<file path="src/rtl/dofifo_pkg.sv">
package dofifo_pkg;
  localparam int WORD_W = 32;
  localparam int HALF_W = 16;
  localparam int BYTE_W = 8;
  localparam int BEAT_W = 2;

  typedef enum logic [1:0] {
    STAT_ZERO     = 2'b00,
    STAT_FILLED   = 2'b01,
    STAT_OVF      = 2'b10,
    STAT_ZERO_ALT = 2'b11
  } statSel_e;

  // strobes from control to datapath
  typedef struct packed {
    logic              push;
    logic [BEAT_W-1:0] beatSel;
    logic              byteMode;
  } fifoStrobe_t;
endpackage

</file>
<file path="src/rtl/dofifo_dpath.sv">
module dofifo_dpath
  import dofifo_pkg::*;
#(
  parameter int DEPTH = 64,
  parameter int AW    = 6
) (
  input  logic              clk,
  input  fifoStrobe_t       strb,
  input  logic [AW-1:0]     wrAddr,
  input  logic [AW-1:0]     rdAddr,
  input  logic [WORD_W-1:0] wrData,
  output logic [HALF_W-1:0] outData
);
  localparam int HALVES = WORD_W / HALF_W;
  localparam int BYTES  = WORD_W / BYTE_W;

  logic [WORD_W-1:0] mem [DEPTH];
  logic [WORD_W-1:0] head;
  logic [HALF_W-1:0] halfSlice [HALVES];
  logic [BYTE_W-1:0] byteSlice [BYTES];

  always_ff @(posedge clk) begin
    if (strb.push) mem[wrAddr] <= wrData;
  end

  assign head = mem[rdAddr];

  genvar gi;
  generate
    for (gi = 0; gi < HALVES; gi++) begin : gHalf
      assign halfSlice[gi] = head[gi*HALF_W +: HALF_W];
    end
    for (gi = 0; gi < BYTES; gi++) begin : gByte
      assign byteSlice[gi] = head[gi*BYTE_W +: BYTE_W];
    end
  endgenerate

  always_comb begin
    if (strb.byteMode)
      outData = {{(HALF_W-BYTE_W){1'b0}}, byteSlice[strb.beatSel]};
    else
      outData = halfSlice[strb.beatSel[0]];
  end
endmodule

</file>
<file path="src/rtl/dofifo_ctrl.sv">
module dofifo_ctrl
  import dofifo_pkg::*;
#(
  parameter int DEPTH = 64,
  parameter int AW    = 6,
  parameter int LVL_W = 7
) (
  input  logic             clk,
  input  logic             rstN,
  input  logic             wrValid,
  input  logic             rdEn,
  input  logic             byteMode,
  input  logic [1:0]       aeSel,
  input  logic [LVL_W-1:0] afLevel,
  input  logic [1:0]       statSel,
  input  logic             statInv,
  input  logic             ovfClear,
  output fifoStrobe_t      strb,
  output logic [AW-1:0]    wrAddr,
  output logic [AW-1:0]    rdAddr,
  output logic             outQual,
  output logic             almostEmpty,
  output logic             filled,
  output logic             overflow,
  output logic             statPin
);
  localparam logic [LVL_W-1:0] LVL_FULL = LVL_W'(DEPTH);

  logic [LVL_W-1:0]  cntQ, cntNext, aeThr;
  logic [AW-1:0]     wpQ, rpQ;
  logic [BEAT_W-1:0] beatQ;
  logic              filledQ, ovfQ;
  logic              full, empty, pushOk, dropW, lastBeat, popWord;
  statSel_e          selE;
  logic              selBit;

  function automatic logic [AW-1:0] nextPtr(input logic [AW-1:0] p);
    return (p == AW'(DEPTH-1)) ? '0 : p + 1'b1;
  endfunction

  assign full     = (cntQ == LVL_FULL);
  assign empty    = (cntQ == '0);
  assign pushOk   = wrValid && !full;
  assign dropW    = wrValid && full;
  assign outQual  = rdEn && !empty;
  assign lastBeat = byteMode ? (beatQ == 2'd3) : beatQ[0];
  assign popWord  = outQual && lastBeat;

  always_comb begin
    case (aeSel)
      2'd0:    aeThr = LVL_W'(16);
      2'd1:    aeThr = LVL_W'(8);
      default: aeThr = LVL_W'(4);
    endcase
  end

  always_comb begin
    case ({pushOk, popWord})
      2'b10:   cntNext = cntQ + 1'b1;
      2'b01:   cntNext = cntQ - 1'b1;
      default: cntNext = cntQ;
    endcase
  end

  always_ff @(posedge clk) begin
    if (!rstN) begin
      cntQ    <= '0;
      wpQ     <= '0;
      rpQ     <= '0;
      beatQ   <= '0;
      filledQ <= 1'b0;
      ovfQ    <= 1'b0;
    end else begin
      cntQ <= cntNext;
      if (pushOk)  wpQ <= nextPtr(wpQ);
      if (popWord) rpQ <= nextPtr(rpQ);
      if (outQual) beatQ <= lastBeat ? '0 : beatQ + 1'b1;
      if (cntNext >= afLevel)   filledQ <= 1'b1;
      else if (cntNext < aeThr) filledQ <= 1'b0;
      if (dropW)         ovfQ <= 1'b1;
      else if (ovfClear) ovfQ <= 1'b0;
    end
  end

  assign selE = statSel_e'(statSel);
  always_comb begin
    case (selE)
      STAT_FILLED: selBit = filledQ;
      STAT_OVF:    selBit = ovfQ;
      default:     selBit = 1'b0;
    endcase
  end

  assign statPin       = selBit ^ statInv;
  assign almostEmpty   = (cntQ < aeThr);
  assign filled        = filledQ;
  assign overflow      = ovfQ;
  assign wrAddr        = wpQ;
  assign rdAddr        = rpQ;
  assign strb.push     = pushOk;
  assign strb.beatSel  = beatQ;
  assign strb.byteMode = byteMode;

  AST_LEVEL_BOUND: assert property (@(posedge clk) disable iff (!rstN)
    cntQ <= LVL_FULL);
  AST_DROP_KEEPS_LEVEL: assert property (@(posedge clk) disable iff (!rstN)
    (wrValid && full && !outQual) |=> $stable(cntQ));
  AST_OVF_STICKY: assert property (@(posedge clk) disable iff (!rstN)
    (overflow && !ovfClear) |=> overflow);
  AST_OVF_SET_WINS: assert property (@(posedge clk) disable iff (!rstN)
    (wrValid && full) |=> overflow);
  AST_FILLED_AT_MARK: assert property (@(posedge clk) disable iff (!rstN)
    (afLevel != '0 && cntQ >= afLevel && $stable(afLevel)) |-> filled);
  AST_FILLED_LOW_CLEAR: assert property (@(posedge clk) disable iff (!rstN)
    (cntQ < aeThr && cntQ < afLevel && $stable(aeSel) && $stable(afLevel)) |-> !filled);
  AST_BEAT_HOLD: assert property (@(posedge clk) disable iff (!rstN)
    !outQual |=> $stable(beatQ));
endmodule

</file>
<file path="src/rtl/dword_out_fifo.sv">
module dword_out_fifo
  import dofifo_pkg::*;
#(
  parameter  int DEPTH = 64,
  localparam int AW    = (DEPTH > 1) ? $clog2(DEPTH) : 1,
  localparam int LVL_W = ($clog2(DEPTH+1) > 5) ? $clog2(DEPTH+1) : 5
) (
  input  logic             clk,
  input  logic             rstN,
  input  logic             wrValid,
  input  logic [31:0]      wrData,
  input  logic             rdEn,
  input  logic             byteMode,
  input  logic [1:0]       aeSel,
  input  logic [LVL_W-1:0] afLevel,
  input  logic [1:0]       statSel,
  input  logic             statInv,
  input  logic             ovfClear,
  output logic [15:0]      outData,
  output logic             outQual,
  output logic             almostEmpty,
  output logic             filled,
  output logic             overflow,
  output logic             statPin
);
  fifoStrobe_t   strb;
  logic [AW-1:0] wrAddr, rdAddr;

  dofifo_ctrl #(.DEPTH(DEPTH), .AW(AW), .LVL_W(LVL_W)) uCtrl (
    .clk(clk), .rstN(rstN), .wrValid(wrValid), .rdEn(rdEn),
    .byteMode(byteMode), .aeSel(aeSel), .afLevel(afLevel),
    .statSel(statSel), .statInv(statInv), .ovfClear(ovfClear),
    .strb(strb), .wrAddr(wrAddr), .rdAddr(rdAddr),
    .outQual(outQual), .almostEmpty(almostEmpty), .filled(filled),
    .overflow(overflow), .statPin(statPin)
  );

  dofifo_dpath #(.DEPTH(DEPTH), .AW(AW)) uDpath (
    .clk(clk), .strb(strb), .wrAddr(wrAddr), .rdAddr(rdAddr),
    .wrData(wrData), .outData(outData)
  );
endmodule

</file>
<file path="config.mk">
export PLATFORM = sky130hd
export DESIGN_NAME = dword_out_fifo
export DESIGN_NICKNAME = d
export VERILOG_FILES = /design/src/rtl/dofifo_pkg.sv /design/src/rtl/dofifo_dpath.sv /design/src/rtl/dofifo_ctrl.sv /design/src/rtl/dword_out_fifo.sv
export SDC_FILE = /design/constraint.sdc
export NUM_CORES = 2
export LEC_CHECK = 0
export BUFFER_PORTS_ARGS = -buffer_cell sky130_fd_sc_hd__buf_4
export CORE_ASPECT_RATIO = 0.9
export CORE_MARGIN = 1
export CORE_UTILIZATION = 35
export CTS_CLUSTER_DIAMETER = 50
export CTS_CLUSTER_SIZE = 16
export DETAILED_ROUTE_END_ITERATION = 8
export PLACE_DENSITY = 0.52
export SLEW_MARGIN = 20
export SYNTH_ARGS = -nofsm -noshare
export SYNTH_HDL_FRONTEND = slang
export SYNTH_SLANG_ARGS = --single-unit
</file>
<file path="constraint.sdc">
create_clock -name clk -period 4.3 [get_ports clk]
set_input_delay 0.215 -clock clk [delete_from_list [all_inputs] [get_ports clk]]
set_output_delay 0.215 -clock clk [all_outputs]
set_load 0.01 [all_outputs]
</file>
==> out/qor.txt <==
Netlist Area Pre-Place -> 81,000 um2
Xor and xnor area share after synthesis -> 0.1730%
Post-Synthesis Cells -> 3,756
Row cnt -> 167
Remaining antenna violation count -> 0
Largest family of logic cells by synthesized area -> multiplexers
Vias in the first global route -> 41,930
Clock sink count -> 2,077
Status -> finished with violations
Hold Worst Slack -> 0.03072 ns
1st-pass router iterations -> 5
Non-Filler Instances -> 7,459
CP endpoint kind -> output port
Post-synth EDFFs -> 2,048
Post-synth ARST share -> 0%
Share of layout cells above drive strength 1 -> 32.71%
Final Max Tran Viols -> 0
Peak supply drop -> 0.0004466 V
Setup CP Type -> flop to output port
PnR worst setup slack -> -0.001260 ns
Nets@finish -> 4,339
Largest net degree at the start of global routing -> 65
Dpl cells -> 7,012
Clock Root Buffer -> clkbuf_16
Slew @ Worst Pin -> 1.195 ns
Remaining global-route overflow -> 0
Die area -> 233,400 um2
H-tree Lvls -> 4
Crit-path cells -> buf_12 -> buf_4 -> clkbuf_16 -> buf_4 -> mux4_2 -> mux2i_1 -> o21ai_1 -> o22ai_4 -> a211oi_1 -> buf_4 -> mux2i_1 -> a211oi_1 -> buf_4 -> buf_4
Layout Skew -> 0.03080 ns
Fraction of synthesized area in multiplexers -> 15.51%
Final GP Congestion -> 0.8324
CTS tree -> yes
DR WL/cell -> 35.29 um
Flops & latches, synth -> 2,077
Die Ht -> 458.4 um
Final setup violation count -> 1
Worst path slowest cell -> a211oi_1
Simple-gate area share of the yosys netlist -> 2.211%
Seq/Total Area, Yosys -> 76.64%
Hold Vio Cnt, Final -> 0
Slew headroom -> 20.03%
Area share of the largest cell type after synthesis -> 75.93%
Vias per inst -> 5.816
Final WL -> 263.2 mm
Antenna violations before repair -> 7
HP Class -> input port to flop
Max Fclk -> 232.5 MHz
Failing checks -> negative setup slack
Leakage -> 29.63 nW
TritonCTS Buffers -> 186
Startpoint Class -> flop
Synth Flop Type -> edfxtp_1
I/O pins -> 71
Clock slew at reported path FFs -> 0.07 ns
First-pass GRT wire length -> 356.4 mm
DRT iter0 DRCs -> 5,241
Core ar. -> 230,100 um2
WP data arrival -> 4.09 ns
Most frequent CP cell -> buf_4
Skew-Pair Late Insertion Delay -> 0.85 ns
Final min period -> 4.301 ns
Synth Area in Compound Gates -> 3.202%
Largest cells by area after synthesis -> edfxtp_1 (76%), mux4_2 (12%), mux2i_1 (1.9%)
Design area -> 96,180 um2
Final core utilization -> 41.81%
Maxcap violations -> 0
Max clock buf depth -> 3
DRC -> 0
Synthesized-area fraction occupied by adder cells -> 0.2904%
Post-Place Setup Slack -> 0.1797 ns
PwrDens -> 423.7 nW/um2
Port bufs -> 70
Syn avg cell area -> 21.56 um2
Ys Warns -> 0
Unrepaired setup endpoints after global routing -> yes
Horiz. Die Dim -> 509.1 um
Initial Util -> 35.21%
Period Utilization, post-route -> 100.0%
Yosys cell types -> 79
CP Data Required Time -> 4.09 ns
Area post-placement -> 87,740 um2
Syn_nets -> 3,824
Dpl hpwl -> 155.3 mm
Crit Path Max Fanout -> 8
All-Layer GR Usage -> 22.29%
Slowest Stage Delay on Critical Path -> 0.43 ns
Area Growth Syn to Fin -> 18.75%
DR vias -> 43,380
Post-synth top area cell -> edfxtp_1
-- synthesized netlist by cell type, types with 10 or more instances --
library cell / instances
mux4_1: 39
o21ai_0: 44
inv_1: 29
nand2b_1: 13
nand3_1: 22
buf_2: 51
a21oi_1: 61
clkbuf_1: 63
o221ai_1: 30
edfxtp_1: 2048
nor3_1: 30
nor2b_1: 13
mux4_2: 440
ha_1: 18
a31oi_1: 16
and2_1: 13
nor2_1: 131
dfxtp_1: 29
buf_1: 10
nand2_1: 107
mux2_2: 11
buf_6: 30
mux2i_1: 150
a22oi_1: 40
buf_4: 29
a211oi_1: 22
buf_8: 20
o22ai_1: 81
-- layout by cell type (no fill, tap or decap), types with 52 or more instances in the layout --
master        n
edfxtp_1   2048
buf_12       61
nor2_4       64
mux2i_1     146
nor2_1       62
a21oi_1      52
buf_4       383
mux4_2      446
nand2_1     105
o22ai_1      62
clkbuf_16   194
-- cells by family (layout without fill, tap and decap cells) --
group	Yosys count	after routing
compound gates	380	380
simple gates	384	384
flops	2077	2077
buf+inv	240	898
fa+ha+maj	19	19
other cells	0	3
mux	640	640
xor+xnor	16	16
-- critical path, delay by kind of cell, from the launching register on --
family | cells | cell delay, ns
flip-flops | 1 | 0.38
buffers and inverters | 7 | 1.17
AO/OA/AOI/OAI | 4 | 1.15
multiplexers | 3 | 0.52
-- path summary, 6_finish.rpt --
kind / start / end / slack (ns) / depth (start not counted)
setup / recovery: flop / outData[7] / -0.001 / 14
hold reg to reg: uCtrl.rdAddr[0]$_SDFFE_PN0N_ / flop / 0.57 / 2
setup reg to reg: uCtrl.cntQ[0]$_SDFF_PN0_ / uCtrl.filled$_SDFFE_PN0P_ / 0.37 / 17
hold / removal: wrData[17] / uDpath.mem[36][17]$_DFFE_PP_ / 0.03 / 1
-- per-layer routing --
layer | global-route usage, % | part of all wire, % | vias up
met5 | 0 | 0.0049 | -
met4 | 6.069 | 2.8 | 2
met3 | 3.824 | 8.0 | 338
met2 | 34.06 | 46 | 2094
met1 | 32.77 | 43 | 24040
li1 | - | - | 16910
-- cell type report --
cell class | instances | area, um2
tap | 3042 | 3806
clock buffer | 199 | 4767
clock inverter | 132 | 1470
sequential | 2077 | 62100
timing repair buffer | 535 | 5513
inverter | 32 | 130.1
antenna | 3 | 7.507
multi-input combinational | 1439 | 18390
fill | 20000 | 133900
-- state kept, by name (all words and copies together), names as in the netlist, named ones only --
| name | flops |
|---|---|
| uCtrl.cntQ | 7 |
| uCtrl.rdAddr | 6 |
| uCtrl.filled | 1 |
| uCtrl.wrAddr | 6 |
| uDpath.mem | 2048 |
| uCtrl.overflow | 1 |
| uCtrl.beatQ | 2 |
-- power breakdown --
| group | leakage (nW) | switching (mW) | internal [mW] |
|---|---|---|---|
| Combinational | 7.97 | 0.837 | 0.435 |
| Clock | 3.01 | 7.95 | 9.25 |
| Sequential | 18.7 | 0.0180 | 22.3 |
| Total | 29.6 | 8.81 | 31.9 |
-- metrics by stage --
step                      setup TNS, ns  total power, mW
final                         -0.001260            40.75
after global routing           -0.09497            41.80
after CTS                      -0.03344            41.03
after detailed placement              0            23.90
after global placement                0            23.88
after floorplan                       0            23.15
-- timing repair --
action / CTS / global route
cloned: 8 / 5
buffers inserted: 47 / 19
hold buffers: 37 / 1
resized for setup: 107 / 78
hold endpoints to repair: 1622 / 10
pin swaps: 11 / 18
setup endpoints to repair: 16 / 14
Note: power is estimated with default switching activity, not from simulation.
